## config.mk

```make
export PLATFORM = sky130hd
export DESIGN_NAME = ahbfe_slave
export DESIGN_NICKNAME = d
export VERILOG_FILES = /design/src/rtl/ahbfe_pkg.sv /design/src/rtl/ahbfe_cfg_regs.sv /design/src/rtl/ahbfe_check.sv /design/src/rtl/ahbfe_slave.sv
export SDC_FILE = /design/constraint.sdc
export NUM_CORES = 1
export LEC_CHECK = 0
export CORE_UTILIZATION = 42
export CTS_CLUSTER_DIAMETER = 100
export DETAILED_ROUTE_END_ITERATION = 12
export HOLD_SLACK_MARGIN = 0.12
export PLACE_DENSITY = 0.86
export SLEW_MARGIN = 10
export SYNTH_ARGS = -nofsm -noshare
export SYNTH_HDL_FRONTEND = slang
export SYNTH_SLANG_ARGS = --single-unit
```

## constraint.sdc

```tcl
create_clock -name hclk -period 3.2 [get_ports hclk]
set_input_delay 0.48 -clock hclk [delete_from_list [all_inputs] [get_ports hclk]]
set_output_delay 0.48 -clock hclk [all_outputs]
set_load 0.01 [all_outputs]
```

## src/rtl/ahbfe_pkg.sv

```systemverilog
package ahbfe_pkg;

    typedef enum logic [2:0] {
        ST_IDLE  = 3'd0,
        ST_CFG   = 3'd1,
        ST_ISSUE = 3'd2,
        ST_WAIT  = 3'd3,
        ST_DONE  = 3'd4,
        ST_ERR1  = 3'd5,
        ST_ERR2  = 3'd6
    } fe_state_e;

    typedef enum logic [1:0] {
        RT_MEM = 2'd0,
        RT_CFG = 2'd1,
        RT_ERR = 2'd2
    } fe_route_e;

    localparam int CFG_EN_BIT     = 0;
    localparam int CFG_FLASH_BIT  = 1;
    localparam int CFG_ACTIVE_BIT = 2;
    localparam int MAX_LEGAL_SIZE = 2;

endpackage

```

## src/rtl/ahbfe_cfg_regs.sv

```systemverilog
module ahbfe_cfg_regs #(
    parameter int NUM_BANKS = 4,
    parameter int CFG_W     = 8,
    localparam int BANK_W   = $clog2(NUM_BANKS)
) (
    input  logic                       clk,
    input  logic                       rst_n,
    input  logic                       we,
    input  logic [BANK_W-1:0]          idx,
    input  logic [CFG_W-1:0]           wdata,
    output logic [NUM_BANKS*CFG_W-1:0] cfg_flat
);

    for (genvar k = 0; k < NUM_BANKS; k++) begin : g_bank
        logic [CFG_W-1:0] reg_d, reg_q;
        logic             hit;

        always_comb begin
            hit   = we && (idx == BANK_W'(k));
            reg_d = hit ? wdata : reg_q;
        end

        always_ff @(posedge clk or negedge rst_n) begin
            if (!rst_n) reg_q <= '0;
            else        reg_q <= reg_d;
        end

        assign cfg_flat[k*CFG_W +: CFG_W] = reg_q;


        cfg_write_chk: assert property (@(posedge clk) disable iff (!rst_n)
            (we && idx == BANK_W'(k)) |=> (cfg_flat[k*CFG_W +: CFG_W] == $past(wdata)));
    end

endmodule

```

## src/rtl/ahbfe_check.sv

```systemverilog
module ahbfe_check
    import ahbfe_pkg::*;
#(
    parameter int ADDR_W    = 16,
    parameter int NUM_BANKS = 4,
    parameter int CFG_W     = 8,
    localparam int BANK_W   = $clog2(NUM_BANKS)
) (
    input  logic [ADDR_W-1:0]          addr,
    input  logic [2:0]                 size,
    input  logic [NUM_BANKS*CFG_W-1:0] cfg_eff,
    output fe_route_e                  route
);

    logic [BANK_W-1:0] bank;
    logic [CFG_W-1:0]  bank_cfg;
    logic              too_wide, is_cfg, bank_off, bank_asleep;

    always_comb begin
        bank        = addr[ADDR_W-2 -: BANK_W];
        bank_cfg    = cfg_eff[bank*CFG_W +: CFG_W];
        too_wide    = (size > 3'(MAX_LEGAL_SIZE));
        is_cfg      = addr[ADDR_W-1];
        bank_off    = !bank_cfg[CFG_EN_BIT];
        bank_asleep = bank_cfg[CFG_FLASH_BIT] && !bank_cfg[CFG_ACTIVE_BIT];
        if (too_wide)                    route = RT_ERR;
        else if (is_cfg)                 route = RT_CFG;
        else if (bank_off || bank_asleep) route = RT_ERR;
        else                             route = RT_MEM;
    end

endmodule

```

## src/rtl/ahbfe_slave.sv

```systemverilog
module ahbfe_slave
    import ahbfe_pkg::*;
#(
    parameter int ADDR_W    = 16,
    parameter int NUM_BANKS = 4,
    parameter int CFG_W     = 8,
    localparam int BANK_W   = $clog2(NUM_BANKS),
    localparam int OFF_W    = ADDR_W - 1 - BANK_W
) (
    input  logic                       hclk,
    input  logic                       hresetn,
    input  logic                       hsel,
    input  logic [ADDR_W-1:0]          haddr,
    input  logic [1:0]                 htrans,
    input  logic                       hwrite,
    input  logic [2:0]                 hsize,
    input  logic [31:0]                hwdata,
    input  logic                       hready,
    output logic                       hreadyout,
    output logic                       hresp,
    output logic [31:0]                hrdata,
    output logic                       ext_req,
    output logic                       ext_write,
    output logic [BANK_W-1:0]          ext_bank,
    output logic [OFF_W-1:0]           ext_addr,
    output logic [2:0]                 ext_size,
    output logic [31:0]                ext_wdata,
    input  logic                       ext_done,
    input  logic [31:0]                ext_rdata,
    output logic [NUM_BANKS*CFG_W-1:0] cfg_out
);

    typedef struct packed {
        fe_state_e         state;
        logic [ADDR_W-1:0] addr;
        logic              write;
        logic [2:0]        size;
        logic [31:0]       rdata;
    } fe_regs_t;

    fe_regs_t q, d;

    logic                       accept;
    logic                       cfg_we;
    logic [BANK_W-1:0]          cfg_idx;
    logic [NUM_BANKS*CFG_W-1:0] cfg_eff;
    fe_route_e                  route;
    logic                       unused_htrans;

    assign unused_htrans = htrans[0];

    ahbfe_cfg_regs #(.NUM_BANKS(NUM_BANKS), .CFG_W(CFG_W)) u_regs (
        .clk      (hclk),
        .rst_n    (hresetn),
        .we       (cfg_we),
        .idx      (cfg_idx),
        .wdata    (hwdata[CFG_W-1:0]),
        .cfg_flat (cfg_out)
    );

    ahbfe_check #(.ADDR_W(ADDR_W), .NUM_BANKS(NUM_BANKS), .CFG_W(CFG_W)) u_check (
        .addr    (haddr),
        .size    (hsize),
        .cfg_eff (cfg_eff),
        .route   (route)
    );

    // register write in its data phase is forwarded to the overlapping check
    always_comb begin
        cfg_we  = (q.state == ST_CFG) && q.write;
        cfg_idx = q.addr[BANK_W+1:2];
        cfg_eff = cfg_out;
        if (cfg_we) cfg_eff[cfg_idx*CFG_W +: CFG_W] = hwdata[CFG_W-1:0];
    end

    always_comb begin
        d      = q;
        accept = hsel && hready && htrans[1];
        case (q.state)
            ST_ISSUE, ST_WAIT: begin
                if (ext_done) begin
                    d.state = ST_DONE;
                    d.rdata = q.write ? '0 : ext_rdata;
                end else begin
                    d.state = ST_WAIT;
                end
            end
            ST_ERR1: d.state = ST_ERR2;
            default: begin
                if (accept) begin
                    d.addr  = haddr;
                    d.write = hwrite;
                    d.size  = hsize;
                    d.rdata = '0;
                    case (route)
                        RT_ERR:  d.state = ST_ERR1;
                        RT_CFG:  d.state = ST_CFG;
                        default: d.state = ST_ISSUE;
                    endcase
                end else begin
                    d.state = ST_IDLE;
                end
            end
        endcase
    end

    always_ff @(posedge hclk or negedge hresetn) begin
        if (!hresetn) q <= '0;
        else          q <= d;
    end

    always_comb begin
        hreadyout = (q.state == ST_IDLE) || (q.state == ST_CFG) ||
                    (q.state == ST_DONE) || (q.state == ST_ERR2);
        hresp     = (q.state == ST_ERR1) || (q.state == ST_ERR2);
        hrdata    = '0;
        if (q.state == ST_CFG && !q.write)
            hrdata[CFG_W-1:0] = cfg_out[cfg_idx*CFG_W +: CFG_W];
        else if (q.state == ST_DONE)
            hrdata = q.rdata;
        ext_req   = (q.state == ST_ISSUE);
        ext_write = q.write;
        ext_bank  = q.addr[ADDR_W-2 -: BANK_W];
        ext_addr  = q.addr[OFF_W-1:0];
        ext_size  = q.size;
        ext_wdata = hwdata;
    end


    err_second_chk: assert property (@(posedge hclk) disable iff (!hresetn)
        (hresp && !hreadyout) |=> (hresp && hreadyout));


    err_first_chk: assert property (@(posedge hclk) disable iff (!hresetn)
        (hresp && hreadyout) |-> $past(hresp && !hreadyout));


    err_no_req_chk: assert property (@(posedge hclk) disable iff (!hresetn)
        hresp |-> !ext_req);


    req_pulse_chk: assert property (@(posedge hclk) disable iff (!hresetn)
        ext_req |=> !ext_req);


    wait_hold_chk: assert property (@(posedge hclk) disable iff (!hresetn)
        (!hreadyout && !hresp && !ext_done) |=> !hreadyout);


    done_ready_chk: assert property (@(posedge hclk) disable iff (!hresetn)
        (!hreadyout && !hresp && ext_done) |=> (hreadyout && !hresp));


    idle_quiet_chk: assert property (@(posedge hclk) disable iff (!hresetn)
        (hready && hreadyout && !(hsel && htrans[1])) |=> (hreadyout && !hresp && !ext_req));

endmodule

```

==> results by group, run 1 <==
Setup path
  – Data arrival time of the critical path: roughly 2.5 ns
  – Startpoint kind of the worst setup timing path: flip-flop
  – Category of the worst setup path capture point: output pin
  – Biggest fanout along the worst timing path: 10
  – Launch instance of the worst register-to-register path: q[53]
  – Required time reported for the critical path endpoint: between 2 and 3 ns
  – Reg2reg end: q[53]
  – Type of the setup path with the least slack: reg2out
  – Worst reg2reg setup slack: ~0.36 ns
  – Path depth of the worst reg2reg path: 8

STA
  – Setup skew after layout: roughly 0.015 ns
  – Crit path time final: between 2 and 3 ns
  – Final hold violation count: 0
  – Slew @ Worst Pin: between 1 and 1.5 ns
  – Slew margin rel.: 0.2785
  – Max Fclk: approximately 340 MHz
  – Max Transition Viols Final: 0
  – Fin Setup TNS: 0 ns
  – Final setup fails: 0
  – Unrepaired setup endpoints after global routing: false
  – Share of the clock period used by the worst path: 0.9282

Cells and area
  – Area taken by flip-flops and latches: between 2000 and 2500 µm²
  – Footprint of the multi-input gates: 1812 µm²
  – Most common cell after layout, fill and taps aside: clkdlybuf4s50_1
  – Net total in the final layout: between 600 and 700
  – Diodes inserted: 0
  – Share of cells above drive strength 1: 0.1667
  – Commonest non-fill, non-tap cells in the layout: 158 x clkdlybuf4s50_1, 86 x dfrtp_1, 81 x nand2_1
  – Fill count: between 800 and 900
  – Fin area: ~6000 µm²
  – Final Core Density: 0.5812
  – Area growth from synthesis to layout: 34.07%

Synthesis
  – Leading register cell type out of synthesis: dfrtp_1
  – Fraction of the yosys area taken by sequential cells: 0.4787
  – Distinct cell type count after synthesis: 36
  – Post-synth ARST share: 1.000
  – Post-synth EDFFs: 0
  – Register bit count reported by yosys: 86
  – Instance count of the mapped netlist: 430
  – Average cell area after synthesis: 10.45 µm²
  – Netlist area before placement: 4496 µm²
  – Syn. warnings: 0
  – Post-synth net total: ~530

GRT
  – First-pass GRT wire length: ~17 mm
  – Antenna violations before repair: 0
  – Pin count of the biggest net entering global routing: a little under 90
  – Vias in the first global route: 3444
  – Remaining Overflow, GRT: 0
  – Overall routing resource usage: 0.2041

Route
  – DR iter-0 viols: 186
  – Residual antenna-violating net count after detailed routing: 0
  – Number of vias in the routed layout: about 3.4k
  – TritonRoute pass-1 iters: 4
  – Total wirelength of the detailed-routed design: 11.00 mm
  – DR DRC count: 0
  – Average detailed-routed wire length per instance: 16.27 µm
  – Via density: between 5 and 6

Die
  – Number of placement rows: 37
  – Floorplan Core Area: approximately 10000 µm²
  – Starting utilization of the core area: 0.4335
  – Floorplan die height: about 110 µm
  – Top-level port count: approximately 210
  – Die Wd: ~110 µm
  – Die Outline Area: approximately 11000 µm²

Clocking
  – Clock tree from TritonCTS: done
  – Worst-skew pair later-pin latency: approximately 0.36 ns
  – Clock Path Buffers: 2
  – # H-tree levels: 3
  – Clock-pin slew of the registers on the worst-case setup and hold paths: about 0.090 ns
  – Cts bufs inserted: 9
  – Library cell used as clock root buffer: clkbuf_8
  – Gates resized, CTS repair: 0
  – Number of sinks driven by the clock tree: 86
  – Setup Buffers After CTS: 0
  – Hold-fix buffers, CTS: 0

Worst hold path
  – Class of the tightest hold or removal check: in2async

Flow run
  – Max-Cap Viols: 0

Pwr
  – Power per Cell Area: approximately 670 nW/µm²
  – IR Drop Worst-Case VDD: about 410 µV
  – Total power: 4040 µW
  – Static Leakage: 0.002504 µW

Place
  – Port bufs: approximately 160
  – HPWL after detailed placement: ~8.0 mm
  – Area of placed instances: between 5000 and 6000 µm²
  – Weighted congestion at the end of routability-driven global placement: around 0.88

Run status
  – Outcome: completed
==> worst max-delay path by stage <==
stage / startpoint / to / slack, ns
2_1_floorplan: ext_addr[2] / q[53] / 0.34
3_3_place_gp: hwdata[2] / q[53] / 0.37
3_5_place_dp: hwdata[2] / q[53] / 0.32
4_1_cts: q[53] / hrdata[0] / 0.20
5_1_grt: q[53] / hrdata[2] / 0.14
6_report: q[53] / hrdata[0] / 0.23
==> cell usage after synthesis (2+ instances only) <==
| library cell | n | area, µm² |
|---|---|---|
| nand4_1 | 2 | 12.51 |
| mux4_2 | 8 | 180.2 |
| clkbuf_1 | 8 | 30.03 |
| dfrtp_1 | 86 | 2152 |
| inv_1 | 14 | 52.55 |
| nor2b_1 | 4 | 25.02 |
| buf_2 | 9 | 45.04 |
| nand2_1 | 81 | 304.0 |
| o21ai_0 | 44 | 220.2 |
| a21oi_1 | 6 | 30.03 |
| ha_1 | 7 | 87.58 |
| buf_4 | 50 | 375.4 |
| buf_6 | 2 | 22.52 |
| nand3_1 | 2 | 10.01 |
| o311ai_0 | 2 | 17.52 |
| nand2b_1 | 5 | 31.28 |
| nor2_1 | 4 | 15.01 |
| mux2_2 | 51 | 574.3 |
| nand2_2 | 2 | 12.51 |
| and2_1 | 25 | 156.4 |
| clkbuf_2 | 3 | 15.01 |
==> cell type report <==
type                       count  area share
tap                          136     0.02823
multi-input combinational    258      0.3006
clock buffer                  10     0.02284
inverter                      14    0.008719
sequential                    86      0.3571
clock inverter                 6     0.01017
timing repair buffer         166      0.2724
==> registers in the layout (all words and copies together), names as in the netlist <==
signal               cells
ext_bank                 2
ext_addr                13
ext_write                1
q                       35
u_regs.g_bank.reg_q     32
ext_size                 3
==> per-stage QoR <==
stage | hold WS (ns) | cells | setup slack, ns
after floorplan | 0.1844 | 430 | 0.3389
after global placement | 0.4560 | 660 | 0.3733
after detailed placement | 0.4630 | 660 | 0.3194
after CTS | 0.3450 | 676 | 0.1960
after global routing | 0.3965 | 676 | 0.1431
final | 0.2781 | 676 | 0.2298
==> logic make-up after synthesis <==
kind of cell | count (synthesis) | share of synthesized area
AO/OA/AOI/OAI | 59 | 0.07209
XOR/XNOR | 1 | 0.001949
AND/OR/NAND/NOR | 132 | 0.1397
multiplexers | 59 | 0.1678
adder cells (fa/ha/maj) | 7 | 0.01948
buffers and inverters | 86 | 0.1202
flip-flops | 86 | 0.4787
==> layer usage <==
metal	global-route usage	share of wire
met1	0.2422	0.42
met2	0.3529	0.49
met3	0.04143	0.064
met4	0.09859	0.026
met5	0	0
==> power breakdown <==
group	switching (µW)	total [µW]	internal (µW)
Sequential	255	1650	1400
Clock	386	766	379
Combinational	651	1620	970
==> worst max-delay path, stage by stage (launching register included) <==
cell	delay [ns]
dfrtp_1	0.50
or4b_2	0.81
o21ai_0	0.25
clkdlybuf4s50_1	0.58
Power figures use the tool's default switching activity.
==> run 2, diff against run 1 <==
--- a/config.mk
+++ b/config.mk
@@ -5,11 +5,12 @@
 export SDC_FILE = /design/constraint.sdc
 export NUM_CORES = 1
 export LEC_CHECK = 0
-export CORE_UTILIZATION = 42
+export CORE_UTILIZATION = 43
+export CTS_BUF_LIST = sky130_fd_sc_hd__clkbuf_4 sky130_fd_sc_hd__clkbuf_8
 export CTS_CLUSTER_DIAMETER = 100
 export DETAILED_ROUTE_END_ITERATION = 12
 export HOLD_SLACK_MARGIN = 0.12
-export PLACE_DENSITY = 0.86
+export PLACE_DENSITY = 0.87
 export SLEW_MARGIN = 10
 export SYNTH_ARGS = -nofsm -noshare
 export SYNTH_HDL_FRONTEND = slang
==> run 2 against run 1 <==
  * Clock skew is 0.0025 ns lower
  * Register-to-register slack improved by 0.07 ns
  * Cell count shrank 0.44%
  * Combinational power barely moved
  * Hold slack better by 0.050 ns
  * Non-clock buffer count stayed put
  * Design area rose by 0.42%
  * Global-route usage is 0.070 points higher
  * Routed wire length is 1.3% lower
  * Power grew 2.5%
  * Critical path depth unchanged
  * Maximum frequency is 2.0% higher
==> results by group, run 2 (synthesized netlist as in run 1, its figures left out) <==
GRT
  – Remaining Overflow, GRT: 0
  – First-pass GRT wire length: 17.60 mm
  – Overall routing resource usage: 0.2048
  – Antenna violations before repair: 0
  – Vias in the first global route: roughly 3.5k
  – Pin count of the biggest net entering global routing: 87

Route
  – TritonRoute pass-1 iters: 4
  – Residual antenna-violating net count after detailed routing: 0
  – Total wirelength of the detailed-routed design: 10.85 mm
  – Via density: about 5.1
  – Number of vias in the routed layout: 3402
  – DR DRC count: 0
  – Average detailed-routed wire length per instance: about 16 µm
  – DR iter-0 viols: 159

Die
  – Die Wd: around 100 µm
  – Starting utilization of the core area: 0.4516
  – Die Outline Area: between 10000 and 15000 µm²
  – Number of placement rows: 36
  – Floorplan Core Area: about 10000 µm²
  – Top-level port count: between 200 and 250
  – Floorplan die height: 104.3 µm

Pwr
  – Power per Cell Area: approximately 680 nW/µm²
  – Static Leakage: 0.002518 µW
  – Total power: about 4100 µW
  – IR Drop Worst-Case VDD: about 500 µV

STA
  – Max Transition Viols Final: 0
  – Slew @ Worst Pin: approximately 1.1 ns
  – Setup slack after layout: around 0.29 ns
  – Share of the clock period used by the worst path: 0.9104
  – Crit path time final: between 2 and 3 ns
  – Slew margin rel.: 0.2832
  – Unrepaired setup endpoints after global routing: false
  – Fin Setup TNS: 0 ns
  – Max Fclk: ~340 MHz
  – Final hold violation count: 0
  – Setup skew after layout: around 0.012 ns
  – Final setup fails: 0

Place
  – Port bufs: 159
  – HPWL after detailed placement: around 7.7 mm
  – Area of placed instances: about 5800 µm²
  – Weighted congestion at the end of routability-driven global placement: 0.8769
  – Pre-CTS setup slack: approximately 0.27 ns

Setup path
  – Cell breakdown of the critical path: or4b_2 -> o21ai_0 -> clkdlybuf4s50_1
  – Number of buffer and inverter instances along the worst setup path: 1
  – Startpoint kind of the worst setup timing path: flip-flop
  – Category of the worst setup path capture point: output pin
  – Biggest fanout along the worst timing path: 10
  – Type of the setup path with the least slack: reg2out
  – Required time reported for the critical path endpoint: ~2.7 ns
  – Critical path's largest stage delay: 0.78 ns
  – CP max-delay cell: or4b_2
  – Cell class contributing the biggest share of worst-path delay: simple AND/OR/NAND/NOR gates
  – Data arrival time of the critical path: ~2.4 ns

Clocking
  – Library cell used as clock root buffer: clkbuf_8
  – Clock tree from TritonCTS: done
  – Worst-skew pair later-pin latency: approximately 0.36 ns
  – # H-tree levels: 3
  – Setup Buffers After CTS: 0
  – Number of sinks driven by the clock tree: between 80 and 90
  – Clock-pin slew of the registers on the worst-case setup and hold paths: approximately 0.080 ns
  – Hold-fix buffers, CTS: 0
  – Gates resized, CTS repair: 0
  – Clock Path Buffers: 2
  – Cts bufs inserted: 9

Cells and area
  – Flip-flop count of the largest register after layout: 35
  – Most common cell after layout, fill and taps aside: clkdlybuf4s50_1
  – Net total in the final layout: 633
  – Share of cells above drive strength 1: 0.1667
  – Fin area: around 6100 µm²
  – Fill count: slightly above 800
  – Final Core Density: 0.6080
  – Area growth from synthesis to layout: 34.62%
  – Commonest non-fill, non-tap cells in the layout: 158 x clkdlybuf4s50_1, 86 x dfrtp_1, 81 x nand2_1
  – Register containing the most flip-flops in the final layout: q
  – Diodes inserted: 0

Flow run
  – Max-Cap Viols: 0

Run status
  – Outcome: completed

Worst hold path
  – Class of the tightest hold or removal check: in2async
## run 2: cell count changes in the layout (fill, tap and decap cells not counted), sizes merged
cell    previous run  this run
clkinv             4         0
bufinv             1         2
clkbuf            10        13
## run 2: layout make-up
cell class              instances  area, µm²  share of cell area
clock buffers                  13      160.2             0.02646
multi-input cells             258       1812              0.2994
inverters                      14      52.55            0.008683
clock inverters                 3      67.56             0.01116
repair buffers                166       1642              0.2712
well taps                     133      166.4             0.02750
flip-flops and latches         86       2152              0.3556
## run 2: routing by layer
layer | track usage | wire length (µm) | vias to the layer above
li1 | - | - | 1595
met2 | 0.3457 | 5303 | 154
met1 | 0.2387 | 4492 | 1624
met5 | 0 | 0 | -
met4 | 0.08878 | 275 | 0
met3 | 0.06579 | 778 | 29
## run 2: where the power goes
group	internal, µW	switching [µW]	leakage, µW
Sequential	1400	256	0.00108
Combinational	971	646	0.00132
Clock	488	380	0.000114
Total	2860	1280	0.00252
## run 2: path summary, 6_finish.rpt
path | from | end | slack [ns] | depth (start not counted)
max in group asynchronous | hresetn | u_regs.g_bank[3].reg_q[6] | 2.19 | 1
hold / removal | hresetn | ext_addr[10] | 0.33 | 1
hold reg to reg | q[30] | q[30] | 0.48 | 2
setup / recovery | q[53] | hrdata[5] | 0.29 | 3
min in group hclk | q[30] | q[30] | 0.48 | 2
setup reg to reg | q[53] | q[53] | 0.43 | 9
## run 2: per-stage QoR
step | std cells | hold slack (ns)
finish | 673 | 0.3285
CTS | 673 | 0.3623
floorplan | 430 | 0.1844
detailed placement | 657 | 0.4653
global placement | 657 | 0.4552
global route | 673 | 0.4065
